### config.mk
export PLATFORM = sky130hd
export DESIGN_NAME = amo_rmw_unit
export DESIGN_NICKNAME = d
export VERILOG_FILES = /design/src/rtl/amo_pkg.sv /design/src/rtl/amo_decode.sv /design/src/rtl/amo_alu.sv /design/src/rtl/amo_ctrl.sv /design/src/rtl/amo_rmw_unit.sv
export SDC_FILE = /design/constraint.sdc
export NUM_CORES = 1
export LEC_CHECK = 0
export CAP_MARGIN = 20
export CORE_UTILIZATION = 48
export DETAILED_ROUTE_END_ITERATION = 7
export GPL_TIMING_DRIVEN = 0
export PLACE_DENSITY = 0.84
export SLEW_MARGIN = 25
export SYNTH_ARGS = -nofsm -noshare
export SYNTH_HDL_FRONTEND = slang
export SYNTH_SLANG_ARGS = --single-unit
### constraint.sdc
create_clock -name clk -period 9.95 [get_ports clk]
set_input_delay 1.99 -clock clk [delete_from_list [all_inputs] [get_ports clk]]
set_output_delay 1.99 -clock clk [all_outputs]
set_load 0.01 [all_outputs]
### src/rtl/amo_pkg.sv
package amo_pkg;
  typedef enum logic [2:0] {
    AMO_ADD  = 3'd0,
    AMO_AND  = 3'd1,
    AMO_OR   = 3'd2,
    AMO_XOR  = 3'd3,
    AMO_XCHG = 3'd4,
    AMO_CMPX = 3'd5
  } amo_op_e;

  typedef struct packed {
    amo_op_e op;
    logic    ret_old;
    logic    dw;
    logic    legal;
  } amo_dec_t;

  localparam logic [7:0] OPC_ATOM_W  = 8'hc3;
  localparam logic [7:0] OPC_ATOM_DW = 8'hdb;
endpackage

### src/rtl/amo_decode.sv
module amo_decode
  import amo_pkg::*;
#(
  parameter int IMM_W = 32
) (
  input  logic [7:0]       opcode,
  input  logic [IMM_W-1:0] imm,
  output amo_dec_t         dec
);
  localparam logic [IMM_W-1:0] IMM_ADD  = IMM_W'(8'h00);
  localparam logic [IMM_W-1:0] IMM_AND  = IMM_W'(8'h50);
  localparam logic [IMM_W-1:0] IMM_OR   = IMM_W'(8'h40);
  localparam logic [IMM_W-1:0] IMM_XOR  = IMM_W'(8'ha0);
  localparam logic [IMM_W-1:0] IMM_XCHG = IMM_W'(8'he1);
  localparam logic [IMM_W-1:0] IMM_CMPX = IMM_W'(8'hf1);
  localparam logic [IMM_W-1:0] FETCH    = IMM_W'(1);

  logic opc_ok;
  logic imm_ok;

  always_comb begin
    opc_ok      = (opcode == OPC_ATOM_W) || (opcode == OPC_ATOM_DW);
    imm_ok      = 1'b1;
    dec.op      = AMO_ADD;
    dec.ret_old = imm[0];
    dec.dw      = (opcode == OPC_ATOM_DW);
    unique case (imm & ~FETCH)
      IMM_ADD: dec.op = AMO_ADD;
      IMM_AND: dec.op = AMO_AND;
      IMM_OR:  dec.op = AMO_OR;
      IMM_XOR: dec.op = AMO_XOR;
      default: imm_ok = 1'b0;
    endcase
    if (imm == IMM_XCHG) begin
      dec.op      = AMO_XCHG;
      dec.ret_old = 1'b1;
      imm_ok      = 1'b1;
    end else if (imm == IMM_CMPX) begin
      dec.op      = AMO_CMPX;
      dec.ret_old = 1'b1;
      imm_ok      = 1'b1;
    end
    dec.legal = opc_ok && imm_ok;
  end
endmodule

### src/rtl/amo_alu.sv
module amo_alu
  import amo_pkg::*;
#(
  parameter int XLEN = 64
) (
  input  amo_op_e         op,
  input  logic            dw,
  input  logic [XLEN-1:0] old_val,
  input  logic [XLEN-1:0] src_val,
  input  logic [XLEN-1:0] cmp_val,
  output logic [XLEN-1:0] new_val,
  output logic [XLEN-1:0] ret_val,
  output logic            need_write
);
  localparam int HW = XLEN / 2;

  logic [XLEN-1:0] res;
  logic            cmp_eq;

  always_comb begin
    unique case (op)
      AMO_ADD:  res = old_val + src_val;
      AMO_AND:  res = old_val & src_val;
      AMO_OR:   res = old_val | src_val;
      AMO_XOR:  res = old_val ^ src_val;
      AMO_XCHG: res = src_val;
      AMO_CMPX: res = src_val;
      default:  res = old_val;
    endcase
    cmp_eq     = dw ? (old_val == cmp_val) : (old_val[HW-1:0] == cmp_val[HW-1:0]);
    need_write = (op != AMO_CMPX) || cmp_eq;
    new_val    = dw ? res : {{HW{1'b0}}, res[HW-1:0]};
    ret_val    = dw ? old_val : {{HW{1'b0}}, old_val[HW-1:0]};
  end
endmodule

### src/rtl/amo_ctrl.sv
module amo_ctrl (
  input  logic clk,
  input  logic rst_n,
  input  logic start,
  input  logic legal,
  input  logic gnt,
  input  logic need_write,
  output logic accept,
  output logic lock_req,
  output logic rd_en,
  output logic cap_en,
  output logic wr_en,
  output logic done,
  output logic err,
  output logic busy
);
  typedef enum logic [2:0] {
    S_IDLE, S_FAULT, S_LOCK, S_READ, S_CAPT, S_STORE, S_FIN
  } st_e;

  st_e state_q, state_d;

  always_comb begin
    state_d = state_q;
    accept  = 1'b0;
    unique case (state_q)
      S_IDLE: if (start) begin
        accept  = 1'b1;
        state_d = legal ? S_LOCK : S_FAULT;
      end
      S_LOCK:  if (gnt) state_d = S_READ;
      S_READ:  state_d = S_CAPT;
      S_CAPT:  state_d = S_STORE;
      S_STORE: state_d = S_FIN;
      S_FIN:   state_d = S_IDLE;
      S_FAULT: state_d = S_IDLE;
      default: state_d = S_IDLE;
    endcase
  end

  always_ff @(posedge clk or negedge rst_n) begin
    if (!rst_n) state_q <= S_IDLE;
    else        state_q <= state_d;
  end

  always_comb begin
    lock_req = (state_q == S_LOCK) || (state_q == S_READ) ||
               (state_q == S_CAPT) || (state_q == S_STORE);
    rd_en    = (state_q == S_READ);
    cap_en   = (state_q == S_CAPT);
    wr_en    = (state_q == S_STORE) && need_write;
    done     = (state_q == S_FIN) || (state_q == S_FAULT);
    err      = (state_q == S_FAULT);
    busy     = (state_q != S_IDLE);
  end


  rd_locked_chk: assert property (@(posedge clk) disable iff (!rst_n)
    rd_en |-> (lock_req && gnt));

  wr_after_rd_chk: assert property (@(posedge clk) disable iff (!rst_n)
    wr_en |-> $past(rd_en, 2));

  done_pulse_chk: assert property (@(posedge clk) disable iff (!rst_n)
    done |=> !done);

  fault_nolock_chk: assert property (@(posedge clk) disable iff (!rst_n)
    err |-> (!lock_req && !rd_en && !wr_en));
endmodule

### src/rtl/amo_rmw_unit.sv
module amo_rmw_unit
  import amo_pkg::*;
#(
  parameter int XLEN  = 64,
  parameter int IMM_W = 32,
  parameter int OFF_W = 16,
  parameter int RIDX  = 4
) (
  input  logic            clk,
  input  logic            rst_n,
  input  logic            start,
  input  logic [7:0]      opcode,
  input  logic [IMM_W-1:0] imm,
  input  logic [XLEN-1:0] dst_val,
  input  logic [OFF_W-1:0] offset,
  input  logic [RIDX-1:0] src_idx,
  input  logic [XLEN-1:0] src_val,
  input  logic [XLEN-1:0] r0_val,
  output logic            busy,
  output logic            mem_lock_req,
  input  logic            mem_lock_gnt,
  output logic            mem_rd_en,
  output logic            mem_wr_en,
  output logic            mem_dw,
  output logic [XLEN-1:0] mem_addr,
  output logic [XLEN-1:0] mem_wr_data,
  input  logic [XLEN-1:0] mem_rd_data,
  output logic            done,
  output logic            err,
  output logic            wb_en,
  output logic [RIDX-1:0] wb_idx,
  output logic [XLEN-1:0] wb_data
);
  localparam int HW = XLEN / 2;

  amo_dec_t        dec_d, dec_q;
  logic [XLEN-1:0] addr_q, src_q, r0_q, old_q;
  logic [RIDX-1:0] sidx_q;
  logic            accept, cap_en, need_write;
  logic [XLEN-1:0] new_val, ret_val;

  amo_decode #(.IMM_W(IMM_W)) u_dec (
    .opcode (opcode),
    .imm    (imm),
    .dec    (dec_d)
  );

  always_ff @(posedge clk or negedge rst_n) begin
    if (!rst_n) begin
      dec_q  <= '0;
      addr_q <= '0;
      src_q  <= '0;
      r0_q   <= '0;
      sidx_q <= '0;
    end else if (accept) begin
      dec_q  <= dec_d;
      addr_q <= dst_val + {{(XLEN-OFF_W){offset[OFF_W-1]}}, offset};
      src_q  <= src_val;
      r0_q   <= r0_val;
      sidx_q <= src_idx;
    end
  end

  always_ff @(posedge clk or negedge rst_n) begin
    if (!rst_n)      old_q <= '0;
    else if (cap_en) old_q <= mem_rd_data;
  end

  amo_alu #(.XLEN(XLEN)) u_alu (
    .op         (dec_q.op),
    .dw         (dec_q.dw),
    .old_val    (old_q),
    .src_val    (src_q),
    .cmp_val    (r0_q),
    .new_val    (new_val),
    .ret_val    (ret_val),
    .need_write (need_write)
  );

  amo_ctrl u_ctrl (
    .clk        (clk),
    .rst_n      (rst_n),
    .start      (start),
    .legal      (dec_d.legal),
    .gnt        (mem_lock_gnt),
    .need_write (need_write),
    .accept     (accept),
    .lock_req   (mem_lock_req),
    .rd_en      (mem_rd_en),
    .cap_en     (cap_en),
    .wr_en      (mem_wr_en),
    .done       (done),
    .err        (err),
    .busy       (busy)
  );

  always_comb begin
    mem_addr    = addr_q;
    mem_dw      = dec_q.dw;
    mem_wr_data = new_val;
    wb_en       = done && !err && dec_q.ret_old;
    wb_idx      = (dec_q.op == AMO_CMPX) ? '0 : sidx_q;
    wb_data     = ret_val;
  end


  wb_with_done_chk: assert property (@(posedge clk) disable iff (!rst_n)
    wb_en |-> (done && !err));

  word_wr_upper_chk: assert property (@(posedge clk) disable iff (!rst_n)
    (mem_wr_en && !mem_dw) |-> (mem_wr_data[XLEN-1:HW] == '0));

  word_wb_upper_chk: assert property (@(posedge clk) disable iff (!rst_n)
    (wb_en && !mem_dw) |-> (wb_data[XLEN-1:HW] == '0));

  addr_stable_chk: assert property (@(posedge clk) disable iff (!rst_n)
    (mem_lock_req && $past(mem_lock_req)) |-> $stable(mem_addr));
endmodule

==> results of run 1 <==
-- cells in the final DEF, fill, tap and decap left out, drive strengths merged, types with 12 or more instances in the layout --
cell | Yosys | layout
xor2 | 67 | 67
nor4 | 24 | 24
a221oi | 34 | 34
a21oi | 217 | 217
nand4 | 44 | 44
xnor2 | 101 | 101
nor3 | 29 | 29
inv | 192 | 195
clkbuf | 154 | 196
and2 | 14 | 14
nor2 | 161 | 161
or3 | 15 | 15
dfrtp | 268 | 268
buf | 51 | 58
a211oi | 18 | 18
o21ai | 355 | 355
o31ai | 14 | 14
a22o | 12 | 12
o21bai | 27 | 27
ha | 191 | 191
clkdlybuf4s50 | 0 | 521
a31oi | 24 | 24
mux2i | 47 | 47
a21o | 64 | 64
o211ai | 22 | 22
nand3 | 53 | 53
o22ai | 18 | 18
and3 | 16 | 16
nand2 | 558 | 558
-- kinds of logic after synthesis --
group                      count (synthesis)  synth area share
and+or+nand+nor                          959             0.184
adders and majority gates                193             0.108
buffers and inverters                    397            0.0721
xor gates and xnor gates                 168            0.0654
AOI/OAI and AO/OA                        902             0.246
DFF                                      268             0.298
muxes                                     54            0.0264
-- stage by stage --
stage / area (um^2) / hold WS (ns)
2_1_floorplan: 22500 / 0.437
3_3_place_gp: 28500 / 0.451
3_5_place_dp: 28600 / 0.456
4_1_cts: 29700 / 0.472
5_1_grt: 29700 / 0.484
6_report: 29700 / 0.466
-- cell type report --
cell class | count | area, um^2
diodes | 5 | 12.5
plain buffers | 205 | 906
clock buffers | 42 | 877
clock inverters | 16 | 238
fillers | 4013 | 16000
inverters | 192 | 721
multi-input cells | 2276 | 14200
flip-flops and latches | 268 | 6710
well taps | 600 | 751
repair buffers | 528 | 5350
-- critical path, cell delays in order (launching register included) --
cell and delay [ns]:
sky130_fd_sc_hd__dfrtp_1 0.56, sky130_fd_sc_hd__inv_1 0.18, sky130_fd_sc_hd__ha_1 0.31, sky130_fd_sc_hd__clkbuf_1 0.27
sky130_fd_sc_hd__and3_1 0.23, sky130_fd_sc_hd__and3_1 0.18, sky130_fd_sc_hd__a2111oi_0 0.21, sky130_fd_sc_hd__o41ai_1 0.57
sky130_fd_sc_hd__nand2_1 0.27, sky130_fd_sc_hd__a211oi_1 0.74, sky130_fd_sc_hd__o21ai_0 0.51, sky130_fd_sc_hd__o21bai_1 0.36
sky130_fd_sc_hd__xnor2_1 0.11, sky130_fd_sc_hd__o21ai_0 0.18, sky130_fd_sc_hd__clkdlybuf4s50_1 0.57
-- registers in the layout, indices dropped and copies added (netlist names) --
signal and count:
dec_q 4, r0_q 64, sidx_q 4, mem_dw 1, src_q 64, u_ctrl.state_q 3
mem_addr 64, old_q 64
-- per-layer routing --
metal / routed length, um / part of all wire / vias up
li1: - / - / 11400
met2: 44300 / 0.43 / 1588
met4: 6340 / 0.062 / 8
met1: 40400 / 0.39 / 12100
met5: 53 / 0.00051 / -
met3: 12000 / 0.12 / 308
-- final timing paths --
path / from / endpoint
worst max-delay path: old_q[8] / mem_wr_data[55]
worst min-delay path: sidx_q[0] / sidx_q[0]
worst max register to register: u_ctrl.state_q[0] / src_q[42]
worst min register to register: sidx_q[0] / sidx_q[0]
max in group asynchronous: rst_n / mem_addr[48]
min in group asynchronous: rst_n / old_q[20]
-- power by group through the flow --
stage | Sequential, mW | Combinational (mW) | Clock [mW]
after CTS | 1.37 | 1.66 | 1.28
after global routing | 1.38 | 1.82 | 1.32
after global placement | 1.38 | 1.63 | 0
final | 1.37 | 1.69 | 1.27
after floorplan | 1.36 | 0.908 | 0
after detailed placement | 1.38 | 1.64 | 0
==> summary.txt, run 1 <==
=================================================================================
Flip-flop and latch count after synthesis                                     268
Reg2Reg Setup Slack                                                       6.28 ns
DRC violation count after routing                                               5
Total Routing Usage GR                                                      0.420
Root Buffer Master                                                   sky130_fd_sc_hd__clkbuf_16
Maximum clock rate                                                        127 MHz
Synth top area cells                                                 sky130_fd_sc_hd__dfrtp_1, sky130_fd_sc_hd__ha_1, sky130_fd_sc_hd__nand2_1
Kind of critical path                                                flip-flop to output port
Dominant cell type by area after synthesis                           sky130_fd_sc_hd__dfrtp_1
Busiest layer in global routing                                              met2
Worst slew slack as a fraction of its limit                                 0.236
Number of enable flip-flop cells after synthesis                                0
Global routing usage on met3                                                0.107
Worst-case reg-to-reg path depth                                                7
Share of flip-flops with an asynchronous set or reset                        1.00
Clock network power share                                                   0.293
Initial core utilization                                                    0.492
Total detailed-routing wirelength                                          103 mm
Clock buffers created by TritonCTS                                             31
Power share of the combinational group                                      0.390
Core utilization of the finished layout                                     0.650
Number of buffers added to fix hold violations after cts                        0
Number of failing setup endpoints in the final timing report                    0
Final Hold Fails                                                                0
Final worst path period need                                              7.87 ns
Initial drt markers                                                          2944
Insertion delay to the later sink of the worst-skew pair                  0.64 ns
Power per unit of standard cell area                                  146 nW/um^2
Violated checks                                                               DRC
Worst hold path cell count                                                      2
RSZ-0062 raised after global routing                                        false
Net Sw Frac                                                                 0.368
Cell row count                                                                 78
Post-route clock period utilization                                         0.791
First-pass GRT wire length                                                 150 mm
Area of the die                                                        47800 um^2
Antenna violations before repair                                                9
Post-Syn Nets                                                                3454
Routed vias                                                                 25400
Die X                                                                      219 um
Worst supply voltage drop on vdd                                         0.147 mV
Count of antenna-violating nets left after detailed routing                     0
Post-cts gate resize count                                                      0
Proportion of layout cells with a drive suffix above 1                     0.0366
Pin count of the biggest net entering global routing                           80
Kind of start point of the critical path                                flip-flop
Most frequent cell after synthesis                                   sky130_fd_sc_hd__nand2_1
Global-route met2 utilization                                               0.639
Worst slack after detailed placement                                      2.97 ns
Yosys warning total                                                             0
Endpoint kind of the worst setup timing path                          output port
Vias per Instance                                                            6.14
Area of the core region                                                45800 um^2
P_int                                                                     2.74 mW
Top FF cell, synth                                                   sky130_fd_sc_hd__dfrtp_1
Worst EP required                                                         7.96 ns
Final TNS setup                                                              0 ns
Cells after synthesis                                                        2941
Maximum net fanout on the critical path                                         8
Design Power                                                              4.34 mW
Largest clock skew in the final design                                  0.0392 ns
Total count of max-transition violations in the final report                    0
Post-synthesis cell area                                               22500 um^2
DIE HEIGHT                                                                 219 um
Arr. time, crit path                                                      5.88 ns
Total leakage power                                                       13.1 nW
Total placed cells including tap cells                                       4069
Sequential share of the synthesized area                                    0.298
Max-cap violation count                                                         0
Setup fix buffers added after clock tree synthesis                              0
Net switching power figure                                                1.60 mW
Overflow after GRT                                                              0
Type of the most critical hold path                                  flip-flop to flip-flop
Detailed Routing Iterations Pass 1                                              8
Final worst-path setup slack                                              2.08 ns
Proportion of netlist area held by the largest area contributor             0.298
Measured slew at the worst slew-check pin                                 1.12 ns
Number of sinks driven by the clock tree                                      268
Number of different library cells in the post-synthesis netlist                74
Leading cell types by count after synthesis                          sky130_fd_sc_hd__nand2_1, sky130_fd_sc_hd__o21ai_0, sky130_fd_sc_hd__dfrtp_1
Ports placed on the boundary                                                  524
Clock tree from TritonCTS                                                     yes
DP Wirelength                                                             81.2 mm
Buffer depth of the longest clock path                                          3
Synthesized area divided by synthesized cell count                      7.65 um^2
Via count of the first global-routing pass                                  24400
Routed length per placed instance                                         24.9 um
Clock slew seen by the registers of the worst setup and hold paths        0.06 ns
Filler-free cell count of the finished design                                4132
Area added between synthesis and finish                                     32.1%
Status                                                               complete, but fails checks
Number of nets in the final layout                                           4015
Number of input and output port buffers inserted                              523
Final weighted congestion of routability-driven global placement             1.07
Relative contribution of sequential cells to total power                    0.317
Met1 demand-to-capacity share in global routing                             0.544
H-tree Lvls                                                                     1
=================================================================================
No activity file was read; power rests on OpenSTA's default activity.
==> run 2: changes to the inputs <==
clock period = 8 ns   (was 9.95 ns; I/O delays follow)
==> results of run 2 <==
Same layout as run 1 (identical final DEF). Status: complete, but fails checks: DRC.
Among the figures that moved: setup slack after placement 2.97 ns -> 1.41 ns; setup slack after layout 2.08 ns -> 0.517 ns; register-to-register setup slack 6.28 ns -> 4.33 ns; total power 4.34 mW -> 5.39 mW; worst IR drop on VDD 0.147 mV -> 0.183 mV
==> run 3: changes to the inputs <==
CELL_PAD_IN_SITES_DETAIL_PLACEMENT = 1   (was default)
CELL_PAD_IN_SITES_GLOBAL_PLACEMENT = 1   (was default)
CORE_UTILIZATION = 34   (was 48)
CTS_CLUSTER_SIZE = 28   (was default)
PLACE_DENSITY = 0.86   (was 0.84)
clock period = 6.7 ns   (was 8 ns; I/O delays follow)
==> run 3 against run 2 <==
Compared with the run above: the flow now finishes without violations; sequential share of layout area shrank 0.32 points; sequential cell count is the same; sequential power grew 20%; die area grew 41%; register-to-register slack lost 1.2 ns; first-iteration DRC count shrank 28%; utilization shrank 18 points; total power grew 24%; combinational power grew 22%; cell area grew 1.5%; critical path type unchanged; largest power group unchanged.
==> summary.txt, run 3 (synthesis gave the netlist of run 1 again) <==
=================================================================================
Status                                                               finished clean
Maximum clock rate                                                        150 MHz
Clock network power share                                                   0.309   +0.016
Crit path max-delay cell type                                        sky130_fd_sc_hd__dfrtp_1
Initial core utilization                                                    0.347   -0.145
Endpoint kind of the worst setup timing path                          output port
Total leakage power                                                       13.2 nW   +0.38%
Buffer depth of the longest clock path                                          3   unchanged
Clock tree from TritonCTS                                                     yes
Overflow after GRT                                                              0   unchanged
Type of the most critical hold path                                  flip-flop to flip-flop
Number of sinks driven by the clock tree                                      268   unchanged
List of cells traversed by the critical path                         inv_1, ha_1, clkbuf_1, nand3_1, or3_1, or2_2, o221ai_1, nor2b_1, o21a_1, o21ai_1, nor4_1, nor4_1, o31ai_1, clkdlybuf4s50_1
Worst-case hold slack                                                    0.479 ns   +0.0130 ns
Total detailed-routing wirelength                                          115 mm   +12%
Commonest non-fill, non-tap cells in the layout                      sky130_fd_sc_hd__nand2_1, sky130_fd_sc_hd__clkdlybuf4s50_1, sky130_fd_sc_hd__o21ai_0, sky130_fd_sc_hd__dfrtp_1, sky130_fd_sc_hd__a21oi_1
Kind of start point of the critical path                                flip-flop
DRC violation count after routing                                               0   -5
Kind of critical path                                                flip-flop to output port
Number of input and output port buffers inserted                              523   unchanged
Insertion delay to the later sink of the worst-skew pair                  0.57 ns   -0.07 ns
Pin count of the biggest net entering global routing                           87   +8.8%
RSZ-0062 raised after global routing                                        false
Relative contribution of sequential cells to total power                    0.306   -0.011
Net Sw Frac                                                                 0.378
DP Wirelength                                                             91.1 mm   +12%
Number of nets in the final layout                                           4018   +0.075%
Post-route clock period utilization                                         0.998
Worst supply voltage drop on vdd                                         0.161 mV
Die X                                                                      259 um   +19%
Most common cell after layout, fill and taps aside                   sky130_fd_sc_hd__nand2_1
Power share of the combinational group                                      0.384   -0.006
Max-cap violation count                                                         0   unchanged
Final Hold Fails                                                                0   unchanged
Worst EP required                                                         5.36 ns
Via count of the first global-routing pass                                  26600   +9.3%
Design Power                                                              6.68 mW
Vias per Instance                                                            5.80   -5.6%
H-tree Lvls                                                                     2   +1
Slowest Stage Delay on Critical Path                                      0.65 ns   -0.09 ns
Measured slew at the worst slew-check pin                                 1.19 ns   +0.0745 ns
Total Routing Usage GR                                                      0.336   -0.0845
Largest clock skew in the final design                                  0.0105 ns   -0.0288 ns
Ports placed on the boundary                                                  524   unchanged
Cell row count                                                                 93   +19%
Clock buffers created by TritonCTS                                             36   +16%
Total count of max-transition violations in the final report                    0   unchanged
Setup fix buffers added after clock tree synthesis                              0   unchanged
DIE HEIGHT                                                                 259 um   +19%
Area of the die                                                        67200 um^2   +41%
Net switching power figure                                                2.52 mW
Final worst path period need                                              6.68 ns
Area of the core region                                                64900 um^2   +42%
Routed vias                                                                 25500   +0.41%
Number of failing setup endpoints in the final timing report                    0   unchanged
Final weighted congestion of routability-driven global placement             1.04   -2.7%
Routed length per placed instance                                         26.3 um   +5.3%
Proportion of layout cells with a drive suffix above 1                     0.0399   +0.00336
Critical path buffers and inverters                                             3   unchanged
Detailed Routing Iterations Pass 1                                              6   -2
Arr. time, crit path                                                      5.34 ns   -0.54 ns
Root Buffer Master                                                   sky130_fd_sc_hd__clkbuf_16
Maximum net fanout on the critical path                                         7   -1
Count of antenna-violating nets left after detailed routing                     0   unchanged
Cell mode on critical path                                           sky130_fd_sc_hd__nor4_1
Power per unit of standard cell area                                  221 nW/um^2
First-pass GRT wire length                                                 169 mm   +13%
Area added between synthesis and finish                                     34.1%
Antenna violations before repair                                               15   +6
Family with the most delay on the worst path                         simple AND/OR/NAND/NOR gates
P_int                                                                     4.16 mW
Worst slew slack as a fraction of its limit                                 0.206   -0.0304
Clock slew seen by the registers of the worst setup and hold paths        0.06 ns   about the same
Initial drt markers                                                          2115   -28%
=================================================================================
## run 3: cell types whose count changed in the layout (fill, tap and decap cells not counted), sizes merged
| cell | before | now |
|---|---|---|
| buf | 58 | 57 |
| inv | 195 | 194 |
| clkbuf | 196 | 195 |
| clkinv | 4 | 11 |
| clkinvlp | 4 | 5 |
| bufinv | 5 | 4 |
| diode | 5 | 7 |
## run 3: power groups by stage
stage	registers [mW]	clock network [mW]	logic, mW
after floorplan	2.03	0	1.35
after global placement	2.06	0	2.45
after detailed placement	2.06	0	2.50
after CTS	2.04	2.09	2.53
after global routing	2.07	2.14	2.76
final	2.05	2.07	2.57
## run 3: worst reg2reg max path: stages (launching register included)
cell	delay [ns]
sky130_fd_sc_hd__dfrtp_1	0.45
sky130_fd_sc_hd__or3_1	0.42
sky130_fd_sc_hd__nor2_1	0.33
sky130_fd_sc_hd__clkbuf_2	0.52
sky130_fd_sc_hd__clkbuf_2	0.63
sky130_fd_sc_hd__clkbuf_1	0.62
sky130_fd_sc_hd__nand2_1	0.30
sky130_fd_sc_hd__o21ai_0	0.18
## run 3: final cells by class
type | instances | area [um^2]
Clock inverter | 22 | 253
Timing Repair Buffer | 527 | 5340
Multi-Input combinational cell | 2276 | 14200
Sequential cell | 268 | 6710
Antenna cell | 7 | 17.5
Clock buffer | 42 | 963
Fill cell | 7987 | 34800
Inverter | 192 | 721
Tap cell | 855 | 1070
Buffer | 204 | 902
## run 3: what timing repair did
item | CTS | global route
gates resized for setup | 3 | 5
setup endpoints to repair | 6 | 5
hold buffers | 0 | 0
gates cloned | 0 | 0
hold endpoints to repair | 0 | 0
## run 3: per-layer routing
metal,routed length [um],share of wire,GRT usage
met1,44900,0.39,0.401
met2,54100,0.47,0.555
met3,9920,0.086,0.0810
met4,6390,0.055,0.180
met5,120,0.0010,0
## run 3: stage by stage
| stage | utilization | instances | setup WS (ns) | area, um^2 | setup TNS, ns |
|---|---|---|---|---|---|
| global route | 0.465 | 4388 | 0.000451 | 30200 | 0 |
| global placement | 0.444 | 4319 | -8.15 | 28800 | -2163.90 |
| CTS | 0.464 | 4387 | 0.0824 | 30200 | 0 |
| finish | 0.465 | 4393 | 0.0152 | 30200 | 0 |
| floorplan | - | 2941 | 2.22 | 22500 | 0 |
| detailed placement | 0.445 | 4323 | 0.421 | 28900 | 0 |
## run 3: worst paths after layout
check                                       end  slack, ns              start  cells after the start
worst max register to register        src_q[42]       3.16  u_ctrl.state_q[0]                      7
min in group asynchronous             src_q[18]       0.69              rst_n                      1
worst min register to register     mem_addr[61]       0.48       mem_addr[61]                      2
worst min-delay path               mem_addr[61]       0.48       mem_addr[61]                      2
worst max-delay path            mem_wr_data[61]       0.02          old_q[33]                     14
max in group asynchronous                mem_dw       5.12              rst_n                      2
